[config.mk]
export PLATFORM = sky130hd
export DESIGN_NAME = addsub_flags_unit
export DESIGN_NICKNAME = d
export VERILOG_FILES = /design/src/rtl/alu_pkg.sv /design/src/rtl/alu_full_adder.sv /design/src/rtl/alu_ripple.sv /design/src/rtl/alu_zero_detect.sv /design/src/rtl/alu_flag_reg.sv /design/src/rtl/addsub_flags_unit.sv
export SDC_FILE = /design/constraint.sdc
export NUM_CORES = 1
export LEC_CHECK = 0
export ABC_AREA = 1
export BUFFER_PORTS_ARGS = -buffer_cell sky130_fd_sc_hd__buf_2
export CORE_AREA = 3 3 40 42
export CTS_CLUSTER_SIZE = 10
export DETAILED_ROUTE_END_ITERATION = 12
export DIE_AREA = 0 0 43 45
export GPL_ROUTABILITY_DRIVEN = 0
export HOLD_SLACK_MARGIN = 0.15
export PLACE_DENSITY = 0.74
export SLEW_MARGIN = 15
export SYNTH_ARGS = -nofsm -noshare
export SYNTH_HDL_FRONTEND = slang
export SYNTH_SLANG_ARGS = --single-unit
[constraint.sdc]
create_clock -name clk -period 4.3 [get_ports clk]
set_clock_uncertainty 0.15 [all_clocks]
set_input_delay 0.215 -clock clk [delete_from_list [all_inputs] [get_ports clk]]
set_output_delay 0.215 -clock clk [all_outputs]
set_load 0.05 [all_outputs]
[src/rtl/alu_pkg.sv]
package alu_pkg;

  typedef struct packed {
    logic carry;
    logic zero;
  } flags_t;

  // {carry, sum} of two single bits
  function automatic logic [1:0] half_add(input logic a, input logic b);
    return {a & b, a ^ b};
  endfunction

endpackage

[src/rtl/alu_full_adder.sv]
module alu_full_adder
  import alu_pkg::*;
(
  input  logic a,
  input  logic b,
  input  logic cin,
  output logic sum,
  output logic cout
);
  logic [1:0] ha0;
  logic [1:0] ha1;

  always_comb begin
    ha0  = half_add(a, b);
    ha1  = half_add(ha0[0], cin);
    sum  = ha1[0];
    cout = ha0[1] | ha1[1];
  end
endmodule

[src/rtl/alu_ripple.sv]
module alu_ripple #(
  parameter int W = 8
) (
  input  logic [W-1:0] opa,
  input  logic [W-1:0] opb,
  input  logic         sub_en,
  output logic [W-1:0] sum,
  output logic         cout
);
  logic [W:0]   chain;
  logic [W-1:0] b_eff;

  assign b_eff    = opb ^ {W{sub_en}};
  assign chain[0] = sub_en;

  for (genvar i = 0; i < W; i++) begin : g_slice
    alu_full_adder u_fa (
      .a    (opa[i]),
      .b    (b_eff[i]),
      .cin  (chain[i]),
      .sum  (sum[i]),
      .cout (chain[i+1])
    );
  end

  assign cout = chain[W];
endmodule

[src/rtl/alu_zero_detect.sv]
module alu_zero_detect #(
  parameter int W = 8
) (
  input  logic [W-1:0] value,
  output logic         is_zero
);
  assign is_zero = ~(|value);
endmodule

[src/rtl/alu_flag_reg.sv]
module alu_flag_reg
  import alu_pkg::*;
(
  input  logic   clk,
  input  logic   rst,
  input  logic   load,
  input  flags_t d,
  output flags_t q
);
  always_ff @(posedge clk) begin
    if (rst)       q <= '0;
    else if (load) q <= d;
  end
endmodule

[src/rtl/addsub_flags_unit.sv]
module addsub_flags_unit
  import alu_pkg::*;
#(
  parameter int W = 8
) (
  input  logic         clk,
  input  logic         rst,
  input  logic [W-1:0] opa,
  input  logic [W-1:0] opb,
  input  logic         sub_en,
  input  logic         bus_oe,
  input  logic         flag_load,
  output logic [W-1:0] bus_data,
  output logic         bus_valid,
  output logic         carry_out,
  output logic         zero_out,
  output logic         flag_carry,
  output logic         flag_zero
);
  logic [W-1:0] sum_w;
  logic         cout_w;
  logic         zero_w;
  flags_t       flags_d;
  flags_t       flags_q;

  alu_ripple #(.W(W)) u_ripple (
    .opa    (opa),
    .opb    (opb),
    .sub_en (sub_en),
    .sum    (sum_w),
    .cout   (cout_w)
  );

  alu_zero_detect #(.W(W)) u_zero (
    .value   (sum_w),
    .is_zero (zero_w)
  );

  assign flags_d.carry = cout_w;
  assign flags_d.zero  = zero_w;

  alu_flag_reg u_flags (
    .clk  (clk),
    .rst  (rst),
    .load (flag_load),
    .d    (flags_d),
    .q    (flags_q)
  );

  assign bus_data   = bus_oe ? sum_w : '0;
  assign bus_valid  = bus_oe;
  assign carry_out  = cout_w;
  assign zero_out   = zero_w;
  assign flag_carry = flags_q.carry;
  assign flag_zero  = flags_q.zero;
endmodule

Word-level counts from Yosys, hierarchy flattened
Index checks and enable logic that the tools add are counted.
Widths: inputs -> output; s select.
- flip-flop bits (word level): 2
- bits in latches: 0
- RAM bits: 0
- ROM bits: 0
- output and inout port bits: 13
- word-level logic and storage cells: 46
- memories kept: 0
- $add $sub $neg: 0
- $mul: 0
- div/mod/pow operators: 0
- $lt $le $gt $ge: 0
- equality and inequality tests: 0
- shifts and indexed selects: 0
- muxes and demuxes: 1
- bitwise operators: 42
- reduce and logical (&&, ||, !) cells: 1
- operators with widths (cell ; count):
    $and 1x1->1 ; 16
    $xor 1x1->1 ; 16
    $mux 8 ; 1
    $or 1x1->1 ; 8
    $reduce_or 8->1 ; 1
    $xor 8x8->8 ; 1
    $not 1->1 ; 1

Logic depth before layout (Yosys ltp)
Gate-level depths: netlist of the first run.
- word-level depth: 19
- mapped depth: 17
- depth with buffers taken out: 17

Modules after synthesis
Synthesis of the first run repeated with hierarchy kept, for this count alone.
- cell total of the unflattened synthesis: 80
- area, all modules: 475.5 µm²
- by module, submodules not included (module ; instances ; cells each ; area each (µm²)):
    alu_full_adder ; 8 ; 1 ; 20.0
    alu_ripple ; 1 ; 34 ; 135.1
    alu_flag_reg ; 1 ; 13 ; 81.3
    addsub_flags_unit ; 1 ; 18 ; 72.6
    alu_zero_detect ; 1 ; 7 ; 26.3

Worst setup path after synthesis of the first run
No wires, ideal clock.
- kind: input to output
- start: input port sub_en
- end: output port zero_out
- arrival: 3715 ps
- setup slack: 220 ps
- cell stages on the path: 16
- buffers on the path: 1
- path through: buf_4 > xor2_1 > fa_1 > fa_1 > fa_1 > fa_1 > inv_1 > fa_1 > inv_1 > fa_1 > fa_1 > inv_1 > nand2_1 > nor2_2 > nand2_2 > inv_1
- longest elaborated chain between the ends: 19
- elaborated cells between the ends (all ways): 40
- ends and longest elaborated chain (what ; RTL line ; source):
    from (decl) ; addsub_flags_unit.sv:10 ; input logic sub_en,
    $xor 8x8->8 ; alu_ripple.sv:13 ; assign b_eff = opb ^ {W{sub_en}};
    $xor 1x1->1 ; alu_pkg.sv:10 ; return {a & b, a ^ b};
    $and 1x1->1 ; alu_pkg.sv:10 ;
    $or 1x1->1 ; alu_full_adder.sv:17 ; cout = ha0[1] | ha1[1];
    $and 1x1->1 ; alu_pkg.sv:10 ;
    $or 1x1->1 ; alu_full_adder.sv:17 ;
    $and 1x1->1 ; alu_pkg.sv:10 ;
    $or 1x1->1 ; alu_full_adder.sv:17 ;
    [3 not listed] ; n/a ;
    $or 1x1->1 ; alu_full_adder.sv:17 ;
    $and 1x1->1 ; alu_pkg.sv:10 ;
    $or 1x1->1 ; alu_full_adder.sv:17 ;
    $and 1x1->1 ; alu_pkg.sv:10 ;
    $or 1x1->1 ; alu_full_adder.sv:17 ;
    $xor 1x1->1 ; alu_pkg.sv:10 ;
    $reduce_or 8->1 * ; alu_zero_detect.sv:7 ; assign is_zero = ~(|value);
    $not 1->1 * ; alu_zero_detect.sv:7 ;
    to (decl) ; addsub_flags_unit.sv:16 ; output logic zero_out,
Mark *: on every way between the ends. The rest lies on a longest branch, timed or not.

Final worst setup path of the first run
- start: input port opa[0]
- end: output port zero_out
- longest elaborated chain between the ends: 18
- elaborated cells between the ends (all ways): 26
- ends and longest elaborated chain (what ; RTL line ; source):
    from (decl) ; addsub_flags_unit.sv:8 ; input logic [W-1:0] opa,
    $xor 1x1->1 ; alu_pkg.sv:10 ;
    $and 1x1->1 ; alu_pkg.sv:10 ;
    $or 1x1->1 ; alu_full_adder.sv:17 ;
    $and 1x1->1 ; alu_pkg.sv:10 ;
    $or 1x1->1 ; alu_full_adder.sv:17 ;
    $and 1x1->1 ; alu_pkg.sv:10 ;
    $or 1x1->1 ; alu_full_adder.sv:17 ;
    $and 1x1->1 ; alu_pkg.sv:10 ;
    [2 not listed] ; n/a ;
    $or 1x1->1 ; alu_full_adder.sv:17 ;
    $and 1x1->1 ; alu_pkg.sv:10 ;
    $or 1x1->1 ; alu_full_adder.sv:17 ;
    $and 1x1->1 ; alu_pkg.sv:10 ;
    $or 1x1->1 ; alu_full_adder.sv:17 ;
    $xor 1x1->1 ; alu_pkg.sv:10 ;
    $reduce_or 8->1 * ; alu_zero_detect.sv:7 ;
    $not 1->1 * ; alu_zero_detect.sv:7 ;
Marked as above.

==> results.ini, run 1 <==
[die]
die_height_um = 45
die_area_um2 = 1940
pin_count = 34
die_w_um = 43
placementRows = 13
core-area_um2 = 1280
initial_core_util_pct = 33.8

[power_and_ir_drop]
p_leak_nw = 0.424
ir_worst_vdd_mv = 0.165
p_total_mw = 0.209
power_density_nw_per_um2 = 316

[synthesis]
synth_top_area_cell = fa_1
yosysMostFrequentCell = inv_1
synth.top_cells.by_count = inv_1 (16), nand2_1 (12), fa_1 (7)
async_flop_share_pct = 0
netlist_instances = 58
synth_area_um2 = 434
synth_ff_type = dfxtp_1
synth_edf_count = 0
synth-seq-cells = 2
synth.avg_cell_area_um2 = 7.49
synth_cell_types = 16
synth_area_leaders = fa_1 (32%), inv_1 (14%), xor2_1 (12%)
synth.yosys.seq_area_share_pct = 9.22
synth_fp_nets = 86
yosys_warnings = 0
synth_top_cell_area_share_pct = 32.3

[clock_network]
cts-buffers-inserted = 3
root_buffer = clkbuf_4
clock_path_buffers = 2
clock_latency_ps = 220
post_cts_buffers = 0
htreeDepth = 1
clk_pin_slew_ps = 40
cts.sinks = 2
cts_tree = yes

[routing]
wire_per_inst_um = 9.65
dr_total_vias = 437
first_iter_violations = 5
ant_nets = 0
drtPass1Iterations = 2
drc = 0
via_per_inst = 3.97
totalWireLength_um = 1060

[critical_path]
critPathKind = input pin to output port
crit_top_cell = fa_1
cp-end-kind = output port
critPathTopFamily = adder cells
max_stage_delay_ps = 460
path_cells = buf_2 -> inv_1 -> nand2_1 -> o21a_1 -> fa_1 -> fa_1 -> fa_2 -> fa_1 -> inv_1 -> fa_1 -> inv_1 -> fa_1 -> fa_1 -> inv_1 -> nand2_1 -> nor2_2 -> nand2_2 -> inv_1 -> buf_6
start_kind = input pin
cp_slowest_cell = fa_1
crit_buf_inv = 7
critPathRequiredTime_ps = 3930
cp_data_arrival_time_ps = 3690
crit_fanout = 3

[sta]
slew_headroom_pct = 82.5
final.hold.worst_slack_ps = 261
fmax_mhz = 247
hold_viol_final = 0
final.setup.worst_slack_ps = 247
min_period_over_period_pct = 94.3
slew_viol_final = 0
tns_ps = 0
setup_viol = 0
min_period_ps = 4050
worstMarginPinSlew_ps = 265
rsz0062_at_grt = false

[layout]
final_core_util_pct = 51.5
largest_reg_flops = 2
final_cell_area_um2 = 662
nets = 125
fin_cells = 110
syn2layout_area_growth_pct = 52.4
diodes = 0
reg_top3 = u_flags.q (2)
top_register = u_flags.q
drive_gt1_share_pct = 45.3

[placed_design]
io_buffers = 33
post_dp_cell_area_um2 = 611
dp.cells = 105
hpwl_um = 877
place_ws_ps = 107

[global_routing]
grt_pass1_vias = 437
grt-ovfl-total = 0
grt_max_degree = 9
grt_use_total_pct = 11.7
grt_first_pass_wirelength_um = 1720
antenna_found_initial = 0

[flow_run]
drv_cap = 0

[min_path]
hold_class = input pin to flop

[outcome]
status = finished, final reports clean

==> placed cells by master (no fill, tap or decap) <==
cell | synthesis | final
clkbuf_4 | 0 | 3
buf_2 | 0 | 32
fa_1 | 7 | 6
nand2_1 | 12 | 12
xnor2_1 | 1 | 1
nand2_2 | 1 | 1
dlygate4sd3_1 | 0 | 2
nor2_1 | 3 | 3
xor2_1 | 6 | 6
a21oi_2 | 1 | 1
mux2i_1 | 1 | 1
inv_1 | 16 | 16
buf_4 | 2 | 1
o21bai_1 | 1 | 1
fa_2 | 0 | 1
buf_6 | 0 | 1
o21a_1 | 1 | 1
nor2_2 | 2 | 2
dfxtp_1 | 2 | 2
inv_2 | 1 | 1
a21oi_1 | 1 | 1
==> per-layer routing <==
layer  part of all wire [%]  global-route usage (%)  vias to the layer above
met3                     11                    3.98                        2
li1                       -                       -                      234
met1                     39                    14.0                      176
met2                     48                    20.7                       25
met4                    1.3                    1.81                        0
met5                      0                       0                        -
==> logic make-up (layout without fill, tap and decap cells) <==
group	after synthesis	after routing	share of synthesized area, %
compound gates	4	4	6.63
xor+xnor	7	7	14.1
fa+ha+maj	7	7	32.3
buf+inv	19	56	18.2
flops	2	2	9.22
mux	1	1	2.31
simple gates	18	18	17.3
==> final cells by class <==
class / count / area [µm²]
clock buffer: 3 / 22.5
fill: 128 / 623
inverter: 17 / 63.8
multi-input combinational: 37 / 318
sequential: 2 / 40.0
tap: 15 / 18.8
timing repair buffer: 36 / 199
==> timing repair <==
action,4_1_cts,5_1_grt
setup endpoints to repair,0,1
hold buffers,2,0
gates resized for setup,0,4
endpoints found under the hold margin,2,0
==> tightest hold or removal path, delay by kind of cell <==
kind | cells | cell delay (ps)
buffers and inverters | 1 | 90
AOI/OAI and AO/OA | 1 | 50
and+or+nand+nor | 4 | 240
==> power breakdown <==
part	internal [mW]	leakage, nW	switching, mW
logic	0.0462	0.393	0.101
registers	0.0201	0.0165	0.000708
clock network	0.0308	0.0138	0.0104
total	0.0971	0.424	0.112
==> worst paths after layout <==
| path | end | slack, ps | start | cells past startpoint |
|---|---|---|---|---|
| setup / recovery | zero_out | 250 | opa[0] | 19 |
| hold / removal | u_flags.q[0] | 260 | opa[0] | 6 |
| setup reg to reg | u_flags.q[0] | 3510 | u_flags.q[0] | 2 |
| hold reg to reg | u_flags.q[1] | 340 | u_flags.q[1] | 2 |
No activity file was read; power rests on OpenSTA's default activity.
==> inputs of run 2 (changes only) <==
--- a/config.mk
+++ b/config.mk
@@ -8,12 +8,14 @@
 export ABC_AREA = 1
 export BUFFER_PORTS_ARGS = -buffer_cell sky130_fd_sc_hd__buf_2
 export CORE_AREA = 3 3 40 42
+export CTS_CLUSTER_DIAMETER = 100
 export CTS_CLUSTER_SIZE = 10
 export DETAILED_ROUTE_END_ITERATION = 12
 export DIE_AREA = 0 0 43 45
 export GPL_ROUTABILITY_DRIVEN = 0
+export GPL_TIMING_DRIVEN = 0
 export HOLD_SLACK_MARGIN = 0.15
-export PLACE_DENSITY = 0.74
+export PLACE_DENSITY = 0.68
 export SLEW_MARGIN = 15
 export SYNTH_ARGS = -nofsm -noshare
 export SYNTH_HDL_FRONTEND = slang
==> run 2 against run 1 <==
Net effect: sequential share of layout area is 0.090 points lower; combinational power about the same; critical path depth fell by 2; global-route usage grew 0.33 points; wire length shrank 6.6%.
==> results.ini, run 2 (synthesized netlist as in run 1, its figures left out) <==
[outcome]
status = finished, final reports clean

[critical_path]
reg2reg_from = u_flags.q[1]
r2r_cells = 3
reg2reg_to = u_flags.q[1]
cp_data_arrival_time_ps = 3740
critPathKind = input pin to output port
critPathRequiredTime_ps = 3930
cp-end-kind = output port
start_kind = input pin
regToRegSetupSlack_ps = 3030
crit_fanout = 8

[clock_network]
root_buffer = clkbuf_4
clock_latency_ps = 220
cts_tree = yes
htreeDepth = 1
clock_path_buffers = 2
cts.sinks = 2
clk_pin_slew_ps = 30
cts-buffers-inserted = 3

[power_and_ir_drop]
power_density_nw_per_um2 = 313
ir_worst_vdd_mv = 0.136
p_leak_nw = 0.431
p_clk_share_pct = 19.6
switchingPower_mw = 0.112
intPower_mw = 0.0983
p_seq_share_pct = 9.9
swShare_pct = 53.2
comb_power_share_pct = 70.6

[routing]
via_per_inst = 4.02
wire_per_inst_um = 8.93
ant_nets = 0
dr_total_vias = 446
drtPass1Iterations = 4
first_iter_violations = 8
drc = 0
totalWireLength_um = 991

[die]
die_area_um2 = 1940
die_height_um = 45
core-area_um2 = 1280
die_w_um = 43
placementRows = 13
initial_core_util_pct = 33.8
pin_count = 34

[flow_run]
drv_cap = 0

[layout]
reg_top3 = u_flags.q (2)
largest_reg_flops = 2
final_cell_area_um2 = 672
syn2layout_area_growth_pct = 54.8
mostFrequentLayoutCells = buf_2 (31), inv_1 (16), nand2_1 (12), fa_1 (7), xor2_1 (6)
nets = 126
fin_cells = 111
fillers = 129
diodes = 0
layout_commonest_cell = buf_2
top_register = u_flags.q
drive_gt1_share_pct = 43.8

[sta]
fmax_mhz = 244
slew_viol_final = 0
slew_headroom_pct = 82.9
worstMarginPinSlew_ps = 259
hold_viol_final = 0
min_period_ps = 4100
rsz0062_at_grt = false
tns_ps = 0
final.hold.worst_slack_ps = 252
min_period_over_period_pct = 95.4
setup_viol = 0

[placed_design]
dp.cells = 105
post_dp_cell_area_um2 = 613
hpwl_um = 860
io_buffers = 32

[min_path]
min_from = opa[0]
hold_path_depth = 6
min_to = u_flags.q[0]
hold_class = input pin to flop

[global_routing]
antenna_found_initial = 0
grt_pass1_vias = 411
grt_max_degree = 9
grt_use_total_pct = 12.0
grt-ovfl-total = 0
grt_first_pass_wirelength_um = 1730

==> run 2: worst max-delay path by stage <==
stage,start,to,slack [ps],cells after the start
5_1_grt,opa[0],zero_out,10,19
4_1_cts,sub_en,zero_out,80,17
2_1_floorplan,sub_en,zero_out,220,16
3_5_place_dp,sub_en,zero_out,80,17
6_report,sub_en,zero_out,200,17
3_3_place_gp,sub_en,zero_out,130,17
==> run 2: what timing repair did <==
item | in CTS | in global routing
resized for setup | 0 | 3
setup buffers | 0 | 0
hold buffers | 3 | 0
setup endpoints to repair | 0 | 1
hold endpoints to repair | 2 | 0
==> run 2: power by group through the flow <==
stage / combinational, mW / clock (mW) / sequential (mW)
after floorplan: 0.107 / 0 / 0.0257
final: 0.148 / 0.0411 / 0.0207
after global routing: 0.164 / 0.0458 / 0.0208
after CTS: 0.150 / 0.0426 / 0.0207
after global placement: 0.145 / 0 / 0.0208
after detailed placement: 0.147 / 0 / 0.0209
==> run 2: layer usage <==
layer / vias up / GRT usage (%) / part of all wire [%]
li1: 237 / - / -
met1: 183 / 14.5 / 40
met2: 26 / 19.2 / 49
met3: 0 / 5.58 / 11
met4: 0 / 3.61 / 0
met5: - / 0 / 0
==> run 2: through the flow <==
stage	setup slack [ps]	util (%)	power, mW
after floorplan	220	-	0.133
after global placement	129	47.7	0.166
after detailed placement	84.0	47.7	0.168
after CTS	83.1	51.8	0.214
after global routing	14.0	52.3	0.231
final	196	52.3	0.210
==> run 2: final cells by class <==
| cell class | instances | area [µm²] | area share [%] |
|---|---|---|---|
| Multi-Input combinational cell | 37 | 315 | 46.9 |
| Buffer | 2 | 15.0 | 2.23 |
| Clock buffer | 3 | 22.5 | 3.35 |
| Tap cell | 15 | 18.8 | 2.79 |
| Sequential cell | 2 | 40.0 | 5.96 |
| Timing Repair Buffer | 35 | 196 | 29.2 |
| Inverter | 17 | 63.8 | 9.50 |
==> run 2: critical path, cell delays in order <==
cell and delay (ps):
buf_4 160, xor2_1 180, fa_1 410, fa_1 390, fa_1 390, fa_1 360, inv_1 70, fa_1 160
inv_1 50, fa_1 370, fa_1 460, inv_1 70, nand2_1 50, nor2_2 110, nand2_2 70, inv_1 70
buf_6 150
==> inputs of run 3 (changes only) <==
--- a/config.mk
+++ b/config.mk
@@ -15,8 +15,9 @@
 export GPL_ROUTABILITY_DRIVEN = 0
 export GPL_TIMING_DRIVEN = 0
 export HOLD_SLACK_MARGIN = 0.15
-export PLACE_DENSITY = 0.68
+export PLACE_DENSITY = 0.72
 export SLEW_MARGIN = 15
 export SYNTH_ARGS = -nofsm -noshare
 export SYNTH_HDL_FRONTEND = slang
+export SYNTH_HIERARCHICAL = 1
 export SYNTH_SLANG_ARGS = --single-unit
==> run 3 against run 2 <==
Net effect: clock power grew 1%; clock-buffer cell count unchanged; non-clock buffer count rose by 2; maximum frequency shrank 4.5%; area after synthesis grew 9.5%; flip-flop and latch count unchanged; die area did not move; core utilization increased by 7.8 points; sequential share of layout area shrank 0.77 points; global-route usage is 0.28 points lower; highest routed layer unchanged.
==> results.ini, run 3 <==
[global_routing]
antenna_found_initial = 0
grt_pass1_vias = 437
grt_first_pass_wirelength_um = 1780
grt_use_total_pct = 11.7
grt_max_degree = 10
grt-ovfl-total = 0

[layout]
drive_gt1_share_pct = 42.9
final_cell_area_um2 = 772
final_core_util_pct = 60.1
fillers = 125
fin_cells = 134
largest_reg_flops = 2
diodes = 0
seq_area_um2 = 40.0
multi_input_area_um2 = 367
layout_commonest_cell = nand2_1
mostFrequentLayoutCells = nand2_1 (36), buf_2 (30), inv_1 (19), nor2_1 (8), fa_2 (7)
nets = 150
top_register = u_flags/q
syn2layout_area_growth_pct = 62.4
reg_top3 = u_flags/q (2)

[min_path]
min_from = u_flags/q[1]
hold_path_depth = 2
hold_class = flop to flop
min_to = u_flags/q[1]

[sta]
final.hold.worst_slack_ps = 318
setup_viol = 0
worstMarginPinSlew_ps = 251
min_period_over_period_pct = 99.9
min_period_ps = 4300
final.setup.worst_slack_ps = 4.36
hold_viol_final = 0
fmax_mhz = 233
slew_viol_final = 0
rsz0062_at_grt = true
slew_headroom_pct = 83.4
tns_ps = 0

[outcome]
status = finished, final reports clean

[placed_design]
hpwl_um = 919
dp.cells = 127
place_ws_ps = -213
io_buffers = 32
post_dp_cell_area_um2 = 677

[synthesis]
yosysMostFrequentCell = nand2_1
synth_area_leaders = fa_1 (34%), nand2_1 (30%), inv_1 (15%)
synth_ff_type = dfxtp_1
synth_area_um2 = 475
netlist_instances = 80
synth.yosys.seq_area_share_pct = 8.42
synth_cell_types = 9
synth_edf_count = 0
synth_top_cell_area_share_pct = 33.7
synth_top_area_cell = fa_1
yosys_warnings = 6
synth.avg_cell_area_um2 = 5.94
synth-seq-cells = 2
synth_fp_nets = 109
async_flop_share_pct = 0
synth.top_cells.by_count = nand2_1 (38), inv_1 (19), nor2_1 (9)

[routing]
drc = 0
totalWireLength_um = 1080
via_per_inst = 3.83
ant_nets = 0
wire_per_inst_um = 8.05
first_iter_violations = 6
drtPass1Iterations = 2
dr_total_vias = 513

[clock_network]
clk_pin_slew_ps = 30
clock_path_buffers = 2
root_buffer = clkbuf_4
htreeDepth = 1
cts.sinks = 2
clock_latency_ps = 220
cts-buffers-inserted = 3
cts_tree = yes

[power_and_ir_drop]
p_leak_nw = 0.499
ir_worst_vdd_mv = 0.108
power_density_nw_per_um2 = 267
p_total_mw = 0.206

[critical_path]
start_kind = input pin
path_cells = buf_6 -> buf_8 -> nand2_1 -> nand2_2 -> fa_2 -> fa_2 -> fa_2 -> fa_2 -> fa_2 -> fa_2 -> fa_2 -> fa_1 -> nor2_1 -> nand2_1 -> nor2_4 -> buf_6
crit_fanout = 7
critPathKind = input pin to output port
regToRegSetupSlack_ps = 3600
crit_top_cell = fa_2
cp_slowest_cell = fa_1
cp_data_arrival_time_ps = 3930
cp-end-kind = output port
reg2reg_to = u_flags/q[0]
reg2reg_from = u_flags/q[0]
max_stage_delay_ps = 460
r2r_cells = 2
critPathRequiredTime_ps = 3930

[die]
initial_core_util_pct = 37.0
die_area_um2 = 1940
die_w_um = 43
placementRows = 13
core-area_um2 = 1280
pin_count = 34
die_height_um = 45

[flow_run]
drv_cap = 0

[run 3: changes by cell type in the layout (fill, tap and decap cells not counted), sizes merged]
cell	delta
nor2	+4
xor2	-6
o21bai	-1
inv	+3
dlygate4sd3	-1
nand2	+25
o21a	-1
xnor2	-1
mux2i	-1
fa	+1
a21oi	-2
buf	+3
[run 3: what timing repair did]
item / in CTS / in global routing
setup endpoints to repair: 2 / 2
buffers inserted: 0 / 2
hold buffers: 2 / 0
resized for setup: 8 / 4
pin swaps: 0 / 2
endpoints found under the hold margin: 2 / 0
[run 3: how the worst max path moves through the flow]
| stage | startpoint | end | slack [ps] | cells after the start |
|---|---|---|---|---|
| 2_1_floorplan | sub_en | u_flags/q[0] | 20 | 19 |
| 3_3_place_gp | sub_en | zero_out | -210 | 17 |
| 3_5_place_dp | sub_en | zero_out | -210 | 17 |
| 4_1_cts | sub_en | zero_out | -20 | 17 |
| 5_1_grt | sub_en | zero_out | -150 | 16 |
| 6_report | sub_en | zero_out | 4 | 16 |
[run 3: cell type report]
class                   count  share of cell area (%)
inverters                  20                    10.7
multi-input cells          55                    47.5
plain buffers               3                    3.57
well taps                  15                    2.43
repair buffers             36                    27.7
clock buffers               3                    2.92
flip-flops and latches      2                    5.19
[run 3: layer usage]
| layer | wire, µm | vias up | GRT usage (%) |
|---|---|---|---|
| li1 | - | 295 | - |
| met1 | 481 | 200 | 15.4 |
| met2 | 504 | 18 | 19.8 |
| met3 | 94 | 0 | 4.38 |
| met4 | 0 | 0 | 0 |
| met5 | 0 | - | 0 |
[run 3: kinds of logic (layout without fill, tap and decap cells)]
family	after synthesis	count (layout)	synth area share, %
buffers and inverters	23	62	20.8
adders and majority gates	8	8	33.7
DFF	2	2	8.42
and+or+nand+nor	47	47	37.1
[run 3: power breakdown]
part	internal, mW	switching [mW]	leakage (nW)
Clock	0.0308	0.0107	0.0138
Sequential	0.0200	0.000556	0.0165
Combinational	0.0490	0.0949	0.469
Total	0.0997	0.106	0.499
[run 3: critical path: cells and delay by family]
family | cells | cell delay, ps
buffers and inverters | 3 | 390
adder cells (fa/ha/maj) | 8 | 2910
AND/OR/NAND/NOR | 5 | 430
